### src/rtl/colgen_pkg.sv
package colgen_pkg;
  localparam int COL_W   = 10;
  localparam int MODE_W  = 10;
  localparam int LEN_LSB = 0;
  localparam int ORD_BIT = 3;
  localparam int CL_LSB  = 4;
  localparam int WS_BIT  = 9;

  typedef logic [COL_W-1:0] col_t;
  typedef enum logic {ORDER_SEQ = 1'b0, ORDER_ILV = 1'b1} order_e;

  localparam logic [2:0] LEN_PAGE = 3'd7;

  // Mask of the column bits that wrap inside one burst.
  function automatic col_t wrap_mask(input logic [2:0] code);
    case (code)
      3'd1:    return col_t'(1);
      3'd2:    return col_t'(3);
      3'd3:    return col_t'(7);
      LEN_PAGE: return '1;
      default: return '0;
    endcase
  endfunction

  // Column of beat idx for a burst that began at base.
  function automatic col_t beat_col(input col_t base, input col_t idx,
                                    input col_t mask, input order_e ord);
    col_t low;
    if (ord == ORDER_ILV) low = base ^ idx;
    else                  low = base + idx;
    return (base & ~mask) | (low & mask);
  endfunction
endpackage

### src/rtl/colgen_modereg.sv
module colgen_modereg
  import colgen_pkg::*;
(
  input  logic              clk,
  input  logic              rst_n,
  input  logic              load,
  input  logic [MODE_W-1:0] bits,
  output logic [2:0]        len_code,
  output order_e            order,
  output logic [2:0]        cas_lat,
  output logic              wr_single
);
  logic [MODE_W-1:0] mode_q;

  always_ff @(posedge clk or negedge rst_n) begin
    if (!rst_n)    mode_q <= '0;
    else if (load) mode_q <= bits;
  end

  assign len_code  = mode_q[LEN_LSB +: 3];
  assign order     = order_e'(mode_q[ORD_BIT]);
  assign cas_lat   = mode_q[CL_LSB +: 3];
  assign wr_single = mode_q[WS_BIT];
endmodule

### src/rtl/colgen_track.sv
module colgen_track
  import colgen_pkg::*;
(
  input  logic       clk,
  input  logic       rst_n,
  input  logic       start,
  input  logic       write,
  input  logic       stop,
  input  col_t       start_col,
  input  logic [2:0] len_code,
  input  order_e     order,
  input  logic       wr_single,
  output col_t       col_addr,
  output logic       valid,
  output logic       last_beat,
  output col_t       cur_mask,
  output logic       cur_page
);
  logic       active_q, page_q;
  col_t       base_q, idx_q, mask_q;
  order_e     ord_q;

  logic [2:0] eff_code;
  logic       ld_page;
  order_e     ld_ord;

  always_comb begin
    eff_code = (write && wr_single) ? 3'd0 : len_code;
    ld_page  = (eff_code == LEN_PAGE);
    ld_ord   = ld_page ? ORDER_SEQ : order;
  end

  assign last_beat = active_q && !page_q && (idx_q == mask_q);

  always_ff @(posedge clk or negedge rst_n) begin
    if (!rst_n) begin
      active_q <= 1'b0;
      page_q   <= 1'b0;
      base_q   <= '0;
      idx_q    <= '0;
      mask_q   <= '0;
      ord_q    <= ORDER_SEQ;
    end else if (start) begin
      active_q <= 1'b1;
      page_q   <= ld_page;
      base_q   <= start_col;
      idx_q    <= '0;
      mask_q   <= wrap_mask(eff_code);
      ord_q    <= ld_ord;
    end else if (active_q) begin
      if (stop || last_beat) active_q <= 1'b0;
      else                   idx_q    <= idx_q + col_t'(1);
    end
  end

  assign valid    = active_q;
  assign col_addr = active_q ? beat_col(base_q, idx_q, mask_q, ord_q) : '0;
  assign cur_mask = mask_q;
  assign cur_page = page_q && active_q;
endmodule

### src/rtl/sdram_burst_colgen.sv
module sdram_burst_colgen
  import colgen_pkg::*;
(
  input  logic              clk,
  input  logic              rst_n,
  input  logic              mrs_load,
  input  logic [MODE_W-1:0] mrs_bits,
  input  logic              cmd_start,
  input  logic              cmd_write,
  input  logic [COL_W-1:0]  start_col,
  input  logic              stop,
  output logic [COL_W-1:0]  col_addr,
  output logic              col_valid,
  output logic              burst_done,
  output logic [2:0]        cas_lat
);
  logic [2:0] len_code;
  order_e     order;
  logic       wr_single;
  col_t       burst_mask;
  logic       burst_page;

  colgen_modereg u_mode (
    .clk(clk), .rst_n(rst_n), .load(mrs_load), .bits(mrs_bits),
    .len_code(len_code), .order(order), .cas_lat(cas_lat), .wr_single(wr_single)
  );

  colgen_track u_track (
    .clk(clk), .rst_n(rst_n), .start(cmd_start), .write(cmd_write), .stop(stop),
    .start_col(start_col), .len_code(len_code), .order(order), .wr_single(wr_single),
    .col_addr(col_addr), .valid(col_valid), .last_beat(burst_done),
    .cur_mask(burst_mask), .cur_page(burst_page)
  );
endmodule

### config.mk
export PLATFORM = sky130hd
export DESIGN_NAME = sdram_burst_colgen
export DESIGN_NICKNAME = d
export VERILOG_FILES = /design/src/rtl/colgen_pkg.sv /design/src/rtl/colgen_modereg.sv /design/src/rtl/colgen_track.sv /design/src/rtl/sdram_burst_colgen.sv
export SDC_FILE = /design/constraint.sdc
export NUM_CORES = 1
export LEC_CHECK = 0
export BUFFER_PORTS_ARGS = -buffer_cell sky130_fd_sc_hd__buf_2
export CAP_MARGIN = 20
export CORE_UTILIZATION = 48
export CTS_CLUSTER_DIAMETER = 30
export CTS_CLUSTER_SIZE = 14
export DETAILED_ROUTE_END_ITERATION = 16
export GPL_ROUTABILITY_DRIVEN = 0
export PLACE_DENSITY = 0.74
export SLEW_MARGIN = 20
export SYNTH_ARGS = -nofsm -noshare
export SYNTH_HDL_FRONTEND = slang
export SYNTH_SLANG_ARGS = --single-unit
### constraint.sdc
create_clock -name clk -period 2 [get_ports clk]
set_input_delay 0.3 -clock clk [delete_from_list [all_inputs] [get_ports clk]]
set_output_delay 0.3 -clock clk [all_outputs]
set_load 0.1 [all_outputs]
==> results of run 1 <==
## registers in the layout (all words and copies together) (netlist names)
signal / flops
u_track.base_q: 10
u_track.idx_q: 10
u_mode.mode_q: 8
u_track.cur_mask: 3
u_track.ord_q: 1
u_track.page_q: 1
u_track.valid: 1
## what timing repair did
action / in CTS / in global routing
hold endpoints to repair: 17 / 0
pin swaps: 14 / 5
buffers inserted: 3 / 2
hold buffers: 1 / 0
endpoints found under the setup margin: 10 / 9
resized for setup: 9 / 5
## stage by stage
step           cell area, um^2  utilization  std cells  TNS (ns)
2_1_floorplan             2250            -        210     -4.60
3_3_place_gp              2830        0.692        318     -1.41
3_5_place_dp              2830        0.692        318     -1.51
4_1_cts                   3040        0.745        330     -3.91
5_1_grt                   3070        0.751        331     -4.63
6_report                  3070        0.751        331     -3.84
## cell type report
class	instances	area, um^2
fillers	271	1020
multi-input cells	157	1370
clock buffers	6	82.6
inverters	12	45.0
flip-flops and latches	34	860
well taps	50	62.6
repair buffers	70	591
clock inverters	2	60.1
## worst paths after layout
kind | from | to | cells past startpoint
min | start_col[1] | u_track.base_q[1]$_DFFE_PN0P_ | 3
max | u_track.idx_q[3]$_DFFE_PN0P_ | col_addr[7] | 7
max in group asynchronous | rst_n | u_track.idx_q[1]$_DFFE_PN0P_ | 3
max reg2reg | u_track.idx_q[4]$_DFFE_PN0P_ | u_track.idx_q[1]$_DFFE_PN0P_ | 7
min in group asynchronous | rst_n | u_track.idx_q[2]$_DFFE_PN0P_ | 2
min reg2reg | u_mode.mode_q[6]$_DFFE_PN0P_ | u_mode.mode_q[6]$_DFFE_PN0P_ | 1
## cells in the mapped netlist, types with 4 or more instances
cell     number
nand3_1       9
nor3_1        4
xor2_1        7
xnor2_1       6
nand4_1       4
nor2_1       23
ha_1         10
inv_1        12
nand2_1      12
mux2i_1       4
o21ai_0      10
mux2_2       16
dfrtp_1      34
## worst max-delay path, cell delays in order (launching register included)
cell and delay, ns:
dfrtp_1 0.41, ha_1 0.31, nand2_1 0.09, o32ai_4 0.33, a31o_1 0.22, nor3_1 0.06, a221o_2 0.33, buf_12 0.17
## cell families after synthesis
| kind of cell | after synthesis | share of synthesized area |
|---|---|---|
| buffers and inverters | 19 | 0.0353 |
| adders and majority gates | 12 | 0.0743 |
| and+or+nand+nor | 71 | 0.169 |
| DFF | 34 | 0.407 |
| xor gates and xnor gates | 13 | 0.0545 |
| AOI/OAI and AO/OA | 41 | 0.154 |
| muxes | 20 | 0.105 |
## power breakdown
group / switching (uW) / leakage, uW / total (uW) / internal (uW)
combinational: 612 / 0.000860 / 990 / 378
sequential: 65.6 / 0.000417 / 812 / 746
clock: 256 / 0.0000714 / 788 / 532
## metal layers
layer / GRT usage / vias to the layer above
met4: 0.107 / 0
li1: - / 899
met1: 0.344 / 884
met5: 0 / -
met3: 0.0500 / 6
met2: 0.390 / 46
==> flow_summary.yaml, run 1 <==
status:
  outcome: "finished with violations"
  violations: "setup timing"
detailed_routing:
  drtIter0Drc: 137
  vias: 1835
  top_layer: "met4"
  firstDrtPassIters: 4
  wl_met2_um: 2470
  dr_wl_met3_um: 209
  vias_per_cell: 5.54
  post-route-drc-count: 0
  final_antenna_net_count: 0
  met1Wirelength_um: 2480
  wl_per_cell_um: 15.8
  routed_wl_um: 5230
cells_and_area:
  diodes: 0
  area_growth_pct: 46.9
  nets: 317
  final_cell_mix: "29 x buf_4, 29 x dfrtp_1, 28 x buf_2"
  final_layout_size_suffix_gt1_frac: 0.456
place:
  port_buffers: 38
  pre_cts_ws_ns: -0.259
  dp_hpwl_um: 3730
setup_path:
  required_ns: 1.70
  crit_path_end_kind: "primary output"
  crit_type: "register to primary output"
  worstPathArrival_ns: 2.21
  reg2reg_setup_slack_ns: 0.04
  critPathMaxFanout: 3
  worst_setup_path_start_kind: "register"
timing:
  worst_slack_ns: -0.509
  rsz0062_at_grt: "yes"
  clock_skew_ns: 0.00945
  finalCritPeriodShare: 1.25
  fmax_mhz: 399
  setup_viol: 9
  worst_pin_slew_ns: 0.474
  timing.slew.headroom: 0.684
  final-hold-violation-count: 0
  drv_slew: 0
  fin_crit_ns: 2.51
  whs_ns: 0.229
pwr:
  cellLeakagePower_uw: 0.00135
  power.density_nw_per_um2: 844
  ir_drop_mv: 0.619
  power_uw: 2590
logic_synthesis:
  synth_cell_types: 47
  syn_area_um2: 2090
  ys.flop_type: "dfrtp_1"
  yosysWarningCount: 0
  synthesis.nets: 247
  synth_top_area_frac: 0.407
  syn_area_per_cell_um2: 9.95
  async_flop_share: 1.00
  synth_area_leader_cell: "dfrtp_1"
  synth-seq-cells: 34
  synth_edf_count: 0
  yosysSeqAreaShare: 0.407
  synthTopCellsByArea: "dfrtp_1 41%, mux2_2 8.6%, ha_1 6.0%"
  netlist_instances: 210
floorplanning:
  start_util: 0.511
  die-area_um2: 4620
  pin_count: 41
  rows: 23
  dieHeight_um: 68.0
  core_area_um2: 4090
  die_w_um: 68.0
job:
  drv_cap: 0
clock_tree:
  clock_latency_ns: 0.29
  clk_path_buf_depth: 2
  cts_buffers: 5
  cts_sinks: 34
  htreeDepth: 2
  cts_tree: "yes"
  path_clk_slew_ns: 0.07
  cts-root-buf: "clkbuf_8"
global_route:
  grt_max_degree: 20
  grt.total_usage: 0.253
  antenna_found_initial: 0
  grt_overflow: 0
  grt_pass1_vias: 1752
  grt_pass1_wl_um: 8370
hold_path:
  hold_path_class: "input pin to register"
No activity file was read; power rests on OpenSTA's default activity.
==> run 2: changes to the inputs <==
--- a/config.mk
+++ b/config.mk
@@ -5,14 +5,14 @@
 export SDC_FILE = /design/constraint.sdc
 export NUM_CORES = 1
 export LEC_CHECK = 0
-export BUFFER_PORTS_ARGS = -buffer_cell sky130_fd_sc_hd__buf_2
 export CAP_MARGIN = 20
 export CORE_UTILIZATION = 48
 export CTS_CLUSTER_DIAMETER = 30
 export CTS_CLUSTER_SIZE = 14
 export DETAILED_ROUTE_END_ITERATION = 16
+export DONT_BUFFER_PORTS = 1
 export GPL_ROUTABILITY_DRIVEN = 0
-export PLACE_DENSITY = 0.74
+export PLACE_DENSITY = 0.65
 export SLEW_MARGIN = 20
 export SYNTH_ARGS = -nofsm -noshare
 export SYNTH_HDL_FRONTEND = slang
==> flow_summary.yaml, run 2 (synthesized netlist as in run 1, its figures left out) <==
place:
  dp_hpwl_um: 3730
  placedCellCount: 289
  port_buffers: 0
floorplanning:
  rows: 23
  start_util: 0.511
  core_area_um2: 4090
  pin_count: 41
  die_w_um: 68.0
  dieHeight_um: 68.0
  die-area_um2: 4620
hold_path:
  hold_path_class: "input pin to register"
setup_path:
  crit_type: "register to primary output"
  reg2reg_from: "u_track.idx_q[7]$_DFFE_PN0P_"
  crit_chain: "ha_4 > inv_2 > fa_2 > nor2b_2 > o21ai_2 > a21oi_2 > xnor2_1 > a211oi_4 > buf_12"
  rr_worst_depth: 7
  critPathMaxFanout: 3
  critPathTopFamily: "compound AO/OA/AOI/OAI gates"
  crit_path_end_kind: "primary output"
  worst_setup_path_start_kind: "register"
  critical-path-max-stage-delay_ns: 0.40
  cp_num_cells: 9
  worstPathArrival_ns: 2.26
  required_ns: 1.70
  reg2reg_setup_slack_ns: 0.16
  path_buf_inv: 2
  crit_end: "col_addr[4]"
  cp_slowest_cell: "dfrtp_1"
  crit_start: "u_track.base_q[0]$_DFFE_PN0P_"
  r2r_end: "u_track.idx_q[1]$_DFFE_PN0P_"
detailed_routing:
  vias_per_cell: 5.96
  drtIter0Drc: 127
  met1Wirelength_um: 2110
  final_antenna_net_count: 0
  top_layer: "met4"
  routed_wl_um: 4990
  wl_met2_um: 2550
  vias: 1795
  dr_wl_met3_um: 262
  firstDrtPassIters: 4
  post-route-drc-count: 0
  wl_per_cell_um: 16.6
pwr:
  power.density_nw_per_um2: 790
  cellLeakagePower_uw: 0.00121
  power_uw: 2260
  ir_drop_mv: 0.548
timing:
  drv_slew: 0
  fmax_mhz: 391
  worst_pin_slew_ns: 0.902
  rsz0062_at_grt: "yes"
  setup_viol: 9
  worst_slack_ns: -0.558
  finalCritPeriodShare: 1.28
  tns_ns: -4.17
  timing.slew.headroom: 0.399
  final-hold-violation-count: 0
  clock_skew_ns: 0.00278
  fin_crit_ns: 2.56
global_route:
  grt_pass1_vias: 1886
  grt.total_usage: 0.242
  grt_pass1_wl_um: 8270
  grt_overflow: 0
  grt_max_degree: 35
  antenna_found_initial: 0
status:
  outcome: "finished with violations"
  violations: "setup timing"
clock_tree:
  clk_path_buf_depth: 2
  path_clk_slew_ns: 0.08
  cts_tree: "yes"
  htreeDepth: 2
  cts_buffers: 5
  cts-root-buf: "clkbuf_8"
  clock_latency_ns: 0.28
  cts_sinks: 34
cells_and_area:
  final_common_cell: "dfrtp_1"
  final_cells: 301
  fillers: 292
  final_cell_mix: "30 x dfrtp_1, 26 x buf_4, 20 x nor2_1"
  top_regs: "u_track.base_q: 10 flops, u_track.idx_q: 10 flops, u_mode.mode_q: 8 flops"
  area_growth_pct: 37.2
  diodes: 0
  fin_util: 0.701
  nets: 287
  final_layout_size_suffix_gt1_frac: 0.382
job:
  drv_cap: 0
## run 2: cell count changes in the layout (fill, tap and decap cells not counted), sizes merged
cell	delta
clkinv	+2
bufinv	-2
buf	-31
clkinvlp	+1
## run 2: worst register-to-register path, stage by stage (launching register included)
cell,delay [ns]
dfrtp_1,0.41
buf_6,0.13
nor4_2,0.23
nand4_1,0.21
buf_4,0.20
o21ai_2,0.27
mux2i_1,0.23
nor2_1,0.05
## run 2: metrics by stage
stage / cell area (um^2) / hold slack, ns / worst slack, ns
6_report: 2870 / 0.0900 / -0.558
5_1_grt: 2870 / 0.0684 / -0.707
4_1_cts: 2830 / 0.0678 / -0.552
3_5_place_dp: 2690 / 0.00524 / -0.233
3_3_place_gp: 2690 / 0.00551 / -0.233
2_1_floorplan: 2250 / 0.00441 / -1.18
## run 2: worst min path at each step
stage	end	cells after the start	start
final	u_track.idx_q[1]$_DFFE_PN0P_	1	cmd_start
after floorplan	u_mode.mode_q[0]$_DFFE_PN0P_	0	rst_n
after CTS	u_track.idx_q[4]$_DFFE_PN0P_	1	cmd_start
after global routing	u_track.idx_q[7]$_DFFE_PN0P_	1	cmd_start
after detailed placement	u_track.base_q[0]$_DFFE_PN0P_	0	rst_n
after global placement	u_track.cur_mask[0]$_DFFE_PN0P_	0	rst_n
## run 2: layout make-up
cell class,instances,area (um^2),area share
tap,50,62.6,0.0218
multi-input combinational,157,1360,0.474
inverter,12,45.0,0.0157
timing repair buffer,40,453,0.158
clock buffer,5,68.8,0.0240
clock inverter,3,21.3,0.00742
sequential,34,858,0.299
## run 2: power by group
group          internal, uW  switching (uW)  total [uW]
Sequential              744             113         857
Combinational           354             535         889
Clock                   245             273         518
## run 2: timing repair
item / 4_1_cts / 5_1_grt
pin swaps: 4 / 6
endpoints found under the setup margin: 10 / 11
hold buffers: 2 / 0
hold endpoints to repair: 34 / 0
gates resized for setup: 2 / 8
setup buffers: 1 / 1
## run 2: routing by layer
layer | track usage | up-vias
met1 | 0.283 | 878
li1 | - | 844
met5 | 0 | -
met2 | 0.433 | 65
met3 | 0.0417 | 8
met4 | 0.102 | 0
